File: config.mk
export PLATFORM = sky130hd
export DESIGN_NAME = necc_corrector
export DESIGN_NICKNAME = d
export VERILOG_FILES = /design/src/rtl/necc_pkg.sv /design/src/rtl/necc_control.sv /design/src/rtl/necc_datapath.sv /design/src/rtl/necc_corrector.sv
export SDC_FILE = /design/constraint.sdc
export NUM_CORES = 1
export LEC_CHECK = 0
export CORE_MARGIN = 5
export CORE_UTILIZATION = 46
export CTS_BUF_LIST = sky130_fd_sc_hd__clkbuf_4 sky130_fd_sc_hd__clkbuf_8
export DETAILED_ROUTE_END_ITERATION = 6
export GPL_TIMING_DRIVEN = 0
export PLACE_DENSITY = 0.88
export SLEW_MARGIN = 5
export SYNTH_ARGS = -nofsm -noshare
export SYNTH_HDL_FRONTEND = slang
export SYNTH_SLANG_ARGS = --single-unit
File: constraint.sdc
create_clock -name clk -period 4.1 [get_ports clk]
set_clock_uncertainty 0.15 [all_clocks]
set_input_delay 0.615 -clock clk [delete_from_list [all_inputs] [get_ports clk]]
set_output_delay 0.615 -clock clk [all_outputs]
set_load 0.01 [all_outputs]
File: src/rtl/necc_pkg.sv
package necc_pkg;
  typedef enum logic [1:0] {
    ST_CLEAN  = 2'b00,
    ST_FIXED  = 2'b01,
    ST_UNCORR = 2'b10
  } eccStatus_t;

  typedef struct packed {
    logic capture;
  } eccCtrl_t;
endpackage

File: src/rtl/necc_control.sv
module necc_control
  import necc_pkg::*;
(
  input  logic     clk,
  input  logic     rst_n,
  input  logic     start,
  output eccCtrl_t ctrl,
  output logic     resValid
);
  logic validQ;

  always_comb ctrl.capture = start;

  always_ff @(posedge clk or negedge rst_n) begin
    if (!rst_n) validQ <= 1'b0;
    else        validQ <= start;
  end

  assign resValid = validQ;
endmodule

File: src/rtl/necc_datapath.sv
module necc_datapath
  import necc_pkg::*;
#(
  parameter int CODE_W = 24,
  parameter int OFF_W  = 9,
  parameter int BIT_W  = 3,
  parameter int DATA_W = 8
) (
  input  logic              clk,
  input  logic              rst_n,
  input  eccCtrl_t          ctrl,
  input  logic [CODE_W-1:0] storedCode,
  input  logic [CODE_W-1:0] calcCode,
  output eccStatus_t        statusQ,
  output logic [OFF_W-1:0]  offsetQ,
  output logic [BIT_W-1:0]  bitQ,
  input  logic [OFF_W-1:0]  fixAddr,
  input  logic [DATA_W-1:0] fixByteIn,
  output logic [DATA_W-1:0] fixByteOut
);
  localparam int WT_W        = $clog2(CODE_W + 1);
  localparam int CORR_WEIGHT = CODE_W / 2;
  localparam int OFF_BASE    = 2 * BIT_W + 1;

  logic [CODE_W-1:0] rawDiff;
  logic [CODE_W-1:0] syn;
  logic [WT_W-1:0]   weight;
  logic [OFF_W-1:0]  offsetNext;
  logic [BIT_W-1:0]  bitNext;
  logic              isErased;
  logic              isEqual;
  eccStatus_t        statusNext;

  assign rawDiff = storedCode ^ calcCode;

  // reorder: byte2[7:2], byte0, byte1, byte2[1:0]
  always_comb begin
    syn[5:0]   = rawDiff[23:18];
    syn[13:6]  = rawDiff[7:0];
    syn[21:14] = rawDiff[15:8];
    syn[22]    = rawDiff[16];
    syn[23]    = rawDiff[17];
  end

  always_comb begin
    weight = '0;
    for (int i = 0; i < CODE_W; i++) weight = weight + WT_W'(syn[i]);
  end

  genvar g;
  generate
    for (g = 0; g < OFF_W; g++) begin : g_off
      assign offsetNext[g] = syn[OFF_BASE + 2 * g];
    end
    for (g = 0; g < BIT_W; g++) begin : g_bit
      assign bitNext[g] = syn[1 + 2 * g];
    end
  endgenerate

  assign isEqual  = (storedCode == calcCode);
  assign isErased = (&storedCode) && !(|calcCode);

  always_comb begin
    if (isEqual || isErased)               statusNext = ST_CLEAN;
    else if (weight == WT_W'(CORR_WEIGHT)) statusNext = ST_FIXED;
    else                                   statusNext = ST_UNCORR;
  end

  always_ff @(posedge clk or negedge rst_n) begin
    if (!rst_n) begin
      statusQ <= ST_CLEAN;
      offsetQ <= '0;
      bitQ    <= '0;
    end else if (ctrl.capture) begin
      statusQ <= statusNext;
      if (statusNext == ST_FIXED) begin
        offsetQ <= offsetNext;
        bitQ    <= bitNext;
      end else begin
        offsetQ <= '0;
        bitQ    <= '0;
      end
    end
  end

  logic [DATA_W-1:0] flipMask;
  always_comb begin
    flipMask = '0;
    if (statusQ == ST_FIXED && fixAddr == offsetQ) flipMask[bitQ] = 1'b1;
  end
  assign fixByteOut = fixByteIn ^ flipMask;
endmodule

File: src/rtl/necc_corrector.sv
module necc_corrector
  import necc_pkg::*;
#(
  parameter int CODE_W = 24,
  parameter int OFF_W  = 9,
  parameter int BIT_W  = 3,
  parameter int DATA_W = 8
) (
  input  logic              clk,
  input  logic              rst_n,
  input  logic              start,
  input  logic [CODE_W-1:0] storedCode,
  input  logic [CODE_W-1:0] calcCode,
  output logic              resValid,
  output logic [1:0]        status,
  output logic [OFF_W-1:0]  errOffset,
  output logic [BIT_W-1:0]  errBit,
  input  logic [OFF_W-1:0]  fixAddr,
  input  logic [DATA_W-1:0] fixByteIn,
  output logic [DATA_W-1:0] fixByteOut
);
  eccCtrl_t   ctrl;
  eccStatus_t statusQ;

  necc_control u_ctrl (
    .clk(clk), .rst_n(rst_n), .start(start), .ctrl(ctrl), .resValid(resValid)
  );

  necc_datapath #(.CODE_W(CODE_W), .OFF_W(OFF_W), .BIT_W(BIT_W), .DATA_W(DATA_W)) u_dp (
    .clk(clk), .rst_n(rst_n), .ctrl(ctrl),
    .storedCode(storedCode), .calcCode(calcCode),
    .statusQ(statusQ), .offsetQ(errOffset), .bitQ(errBit),
    .fixAddr(fixAddr), .fixByteIn(fixByteIn), .fixByteOut(fixByteOut)
  );

  assign status = statusQ;
endmodule

==> key figures <==
Global route
  – Initial antenna violation count: 0
  – Vias in the first global route: between 1500 and 2000
  – Largest net degree at the start of global routing: 16
  – First-pass GRT wire length: 9030 um
  – GRT overflow: 0
  – Gr usage total: 0.212

Clocking
  – Cts bufs inserted: 3
  – Htree depth: 1
  – CTS tree: built
  – Later-pin clock latency in the skew report: roughly 250 ps
  – Clock transition at path regs: around 60 ps
  – CTS Buffer Depth: 2
  – Sink Count: 15
  – Clock Tree Root: clkbuf_8

Synth
  – Netlist cell types: 32
  – Simple-gate portion of the synthesized area: 0.192
  – Post-synth top area share: 0.191
  – Leading area contributor after synthesis: dfrtp_1
  – Largest family of logic cells by synthesized area: adder cells
  – Post-Syn Nets: 285
  – Synth top area cells: dfrtp_1, fa_1, xnor2_1
  – Syn_area_per_cell: 10.2 um^2
  – Xor/xnor share of the synthesized area: 0.204
  – Yosys reg bits: 15
  – Post-synth EDFFs: 0
  – Sequential-to-total area share from yosys stat: 0.191
  – Mapped Cells: 192
  – Post-synthesis mux area share: 0
  – Main synth FF type: dfrtp_1
  – Synthesized area: 1960 um^2
  – YS warnings: 0
  – Post-synth ARST share: 1.00
  – Synth Area in Compound Gates: 0.108
  – Adder-Cell Fraction of Synth Area: 0.225

Hold path
  – Hold Crit Class: reg2reg

STA
  – Final hold viol count: 0
  – Clock period minus worst slack: ~5900 ps
  – Worst setup margin: -1760 ps
  – Actual slew at the worst max-slew pin: 886 ps
  – Period Utilization, post-route: 1.43
  – RSZ-0062 raised after global routing: yes
  – Hold slack: 429 ps
  – Fin. max-slew vios: 0
  – Fmax: approximately 0.17 GHz
  – Final setup violation count: 14
  – TNS Setup: -23510 ps
  – Max-slew headroom: 0.409

Worst setup path
  – Worst Path Required: about 4000 ps
  – Critical Path Fanout Max: 5
  – R2R Path Start: u_dp.bitQ[0]$_DFFE_PN0P_
  – Reg-to-reg slack, setup: around 3100 ps
  – Worst Setup Path Type: in2reg
  – Critical Path AT: roughly 5900 ps
  – Crit. End Element: flop
  – Crit path to: u_dp.offsetQ[1]$_DFFE_PN0P_
  – Critical path launch point type: input port
  – Worst r2r path cells: 2
  – Crit path launch: storedCode[18]
  – R2R Path End: u_dp.bitQ[0]$_DFFE_PN0P_

Placed design
  – Dpl cell area: 2970 um^2
  – Worst slack, placed: -2460 ps
  – Dpl hpwl: roughly 4700 um
  – Routability Congestion: just over 0.9
  – IO buf count: 90

Flow run
  – # Max-Cap Violations: 0

Finish
  – Filler cell count: 252
  – FF/Latch Area: 375 um^2
  – Layout cells sized above 1: 0.218
  – Footprint of the multi-input gates: roughly 1700 um^2
  – Design Area, Final: 3250 um^2
  – # diodes: 0
  – Area delta synth->final: 65.7%
  – # nets final: a little under 400

Drt
  – Via density per instance: about 5.5
  – 1st-pass router iterations: 4
  – Routed via count: ~1900
  – Routed wire length: a little over 6000 um
  – DRT iter0 DRCs: 69
  – DR WL/cell: about 18 um
  – # DRC: 0
  – Antenna Nets Post-Route: 0

Power
  – PD cells: 660 nW/um^2
  – Total Power: roughly 2.1 mW
  – Leak: ~1.3 nW
  – Worst vdd ir: between 0.5 and 0.6 mV

Floorplan
  – Chip width: between 70 and 80 um
  – Initial core utilization: 0.483
  – Die area: 5670 um^2
  – I/O pin count: just over 90
  – Die H: roughly 75 um
  – FP Rows: 23
  – CORE AREA: between 4000 and 5000 um^2

Outcome
  – Outcome: finished with violations
  – Failing checks: negative setup slack
[area by class of cell]
class / instances / share of cell area
multi-input cells: 138 / 0.512
clock buffers: 4 / 0.0150
flip-flops and latches: 15 / 0.116
well taps: 50 / 0.0193
repair buffers: 98 / 0.290
plain buffers: 4 / 0.00809
inverters: 35 / 0.0404
[placed cells by master, fill, tap and decap left out, types with 6 or more instances in the layout]
cell type	instances
dfrtp_1	15
ha_1	7
nand4_1	13
clkbuf_2	6
xor2_1	14
clkdlybuf4s50_1	70
fa_1	16
buf_4	7
dlygate4sd2_1	10
o32ai_2	7
nor4bb_1	11
inv_1	31
xnor2_2	11
xnor2_1	16
[registers in the layout, indices dropped and copies added (netlist names)]
register and cells:
u_dp.offsetQ 9, u_dp.bitQ 3, u_ctrl.resValid 1, u_dp.statusQ 2
[through the flow]
| stage | utilization | cells |
|---|---|---|
| floorplan | - | 192 |
| finish | 0.800 | 344 |
| global placement | 0.732 | 332 |
| detailed placement | 0.732 | 332 |
| CTS | 0.781 | 341 |
| global route | 0.800 | 344 |
[where the power goes]
| group | leakage [nW] | switching, mW | internal [mW] | total [mW] |
|---|---|---|---|---|
| Clock | 0.0262 | 0.0553 | 0.0757 | 0.131 |
| Sequential | 0.203 | 0.0118 | 0.171 | 0.183 |
| Combinational | 1.10 | 0.918 | 0.912 | 1.83 |
[critical path, stage by stage]
cell and delay [ps]:
buf_8 100, xnor2_4 150, ha_4 270, inv_2 30
fa_1 550, fa_1 430, fa_1 510, fa_1 430
fa_1 500, fa_2 380, inv_2 70, fa_1 420
or4b_4 540, a211oi_4 250, or2_4 170, o31ai_4 80
buf_6 160, o32ai_4 210
[worst min path at each step]
stage                           startpoint                     endpoint  slack (ps)  depth (start not counted)
6_report       u_dp.offsetQ[6]$_DFFE_PN0P_  u_dp.offsetQ[6]$_DFFE_PN0P_         430                          2
5_1_grt        u_dp.offsetQ[3]$_DFFE_PN0P_  u_dp.offsetQ[3]$_DFFE_PN0P_         450                          2
4_1_cts        u_dp.offsetQ[0]$_DFFE_PN0P_  u_dp.offsetQ[0]$_DFFE_PN0P_         430                          2
3_5_place_dp   u_dp.offsetQ[7]$_DFFE_PN0P_  u_dp.offsetQ[7]$_DFFE_PN0P_         400                          2
3_3_place_gp   u_dp.offsetQ[4]$_DFFE_PN0P_  u_dp.offsetQ[4]$_DFFE_PN0P_         400                          2
2_1_floorplan                        rst_n    u_ctrl.resValid$_DFF_PN0_         170                          0
[synthesized netlist by cell type (3+ instances only)]
master	number
ha_1	8
nand4_1	13
nand2_1	5
inv_1	35
nor4bb_1	11
fa_1	17
o32ai_1	6
xnor2_2	3
nor2_1	5
nor4_1	4
and4_1	5
xnor2_1	26
o32ai_2	7
dfrtp_1	15
xor2_1	14
[logic make-up after synthesis]
family | Yosys count
buffers and inverters | 39
and+or+nand+nor | 53
DFF | 15
xor gates and xnor gates | 43
adders and majority gates | 25
AOI/OAI and AO/OA | 17
[what timing repair did]
action / in CTS / in global routing
endpoints found under the setup margin: 14 / 14
buffers inserted: 4 / 3
resized for setup: 57 / 25
hold buffers: 0 / 0
pin swaps: 23 / 21
gates cloned: 1 / 0
[metal layers]
layer / GRT usage / share of wire
met4: 0.0718 / 0.025
met1: 0.226 / 0.35
met5: 0 / 0
met2: 0.406 / 0.53
met3: 0.0494 / 0.090
Note: power is estimated with default switching activity, not from simulation.
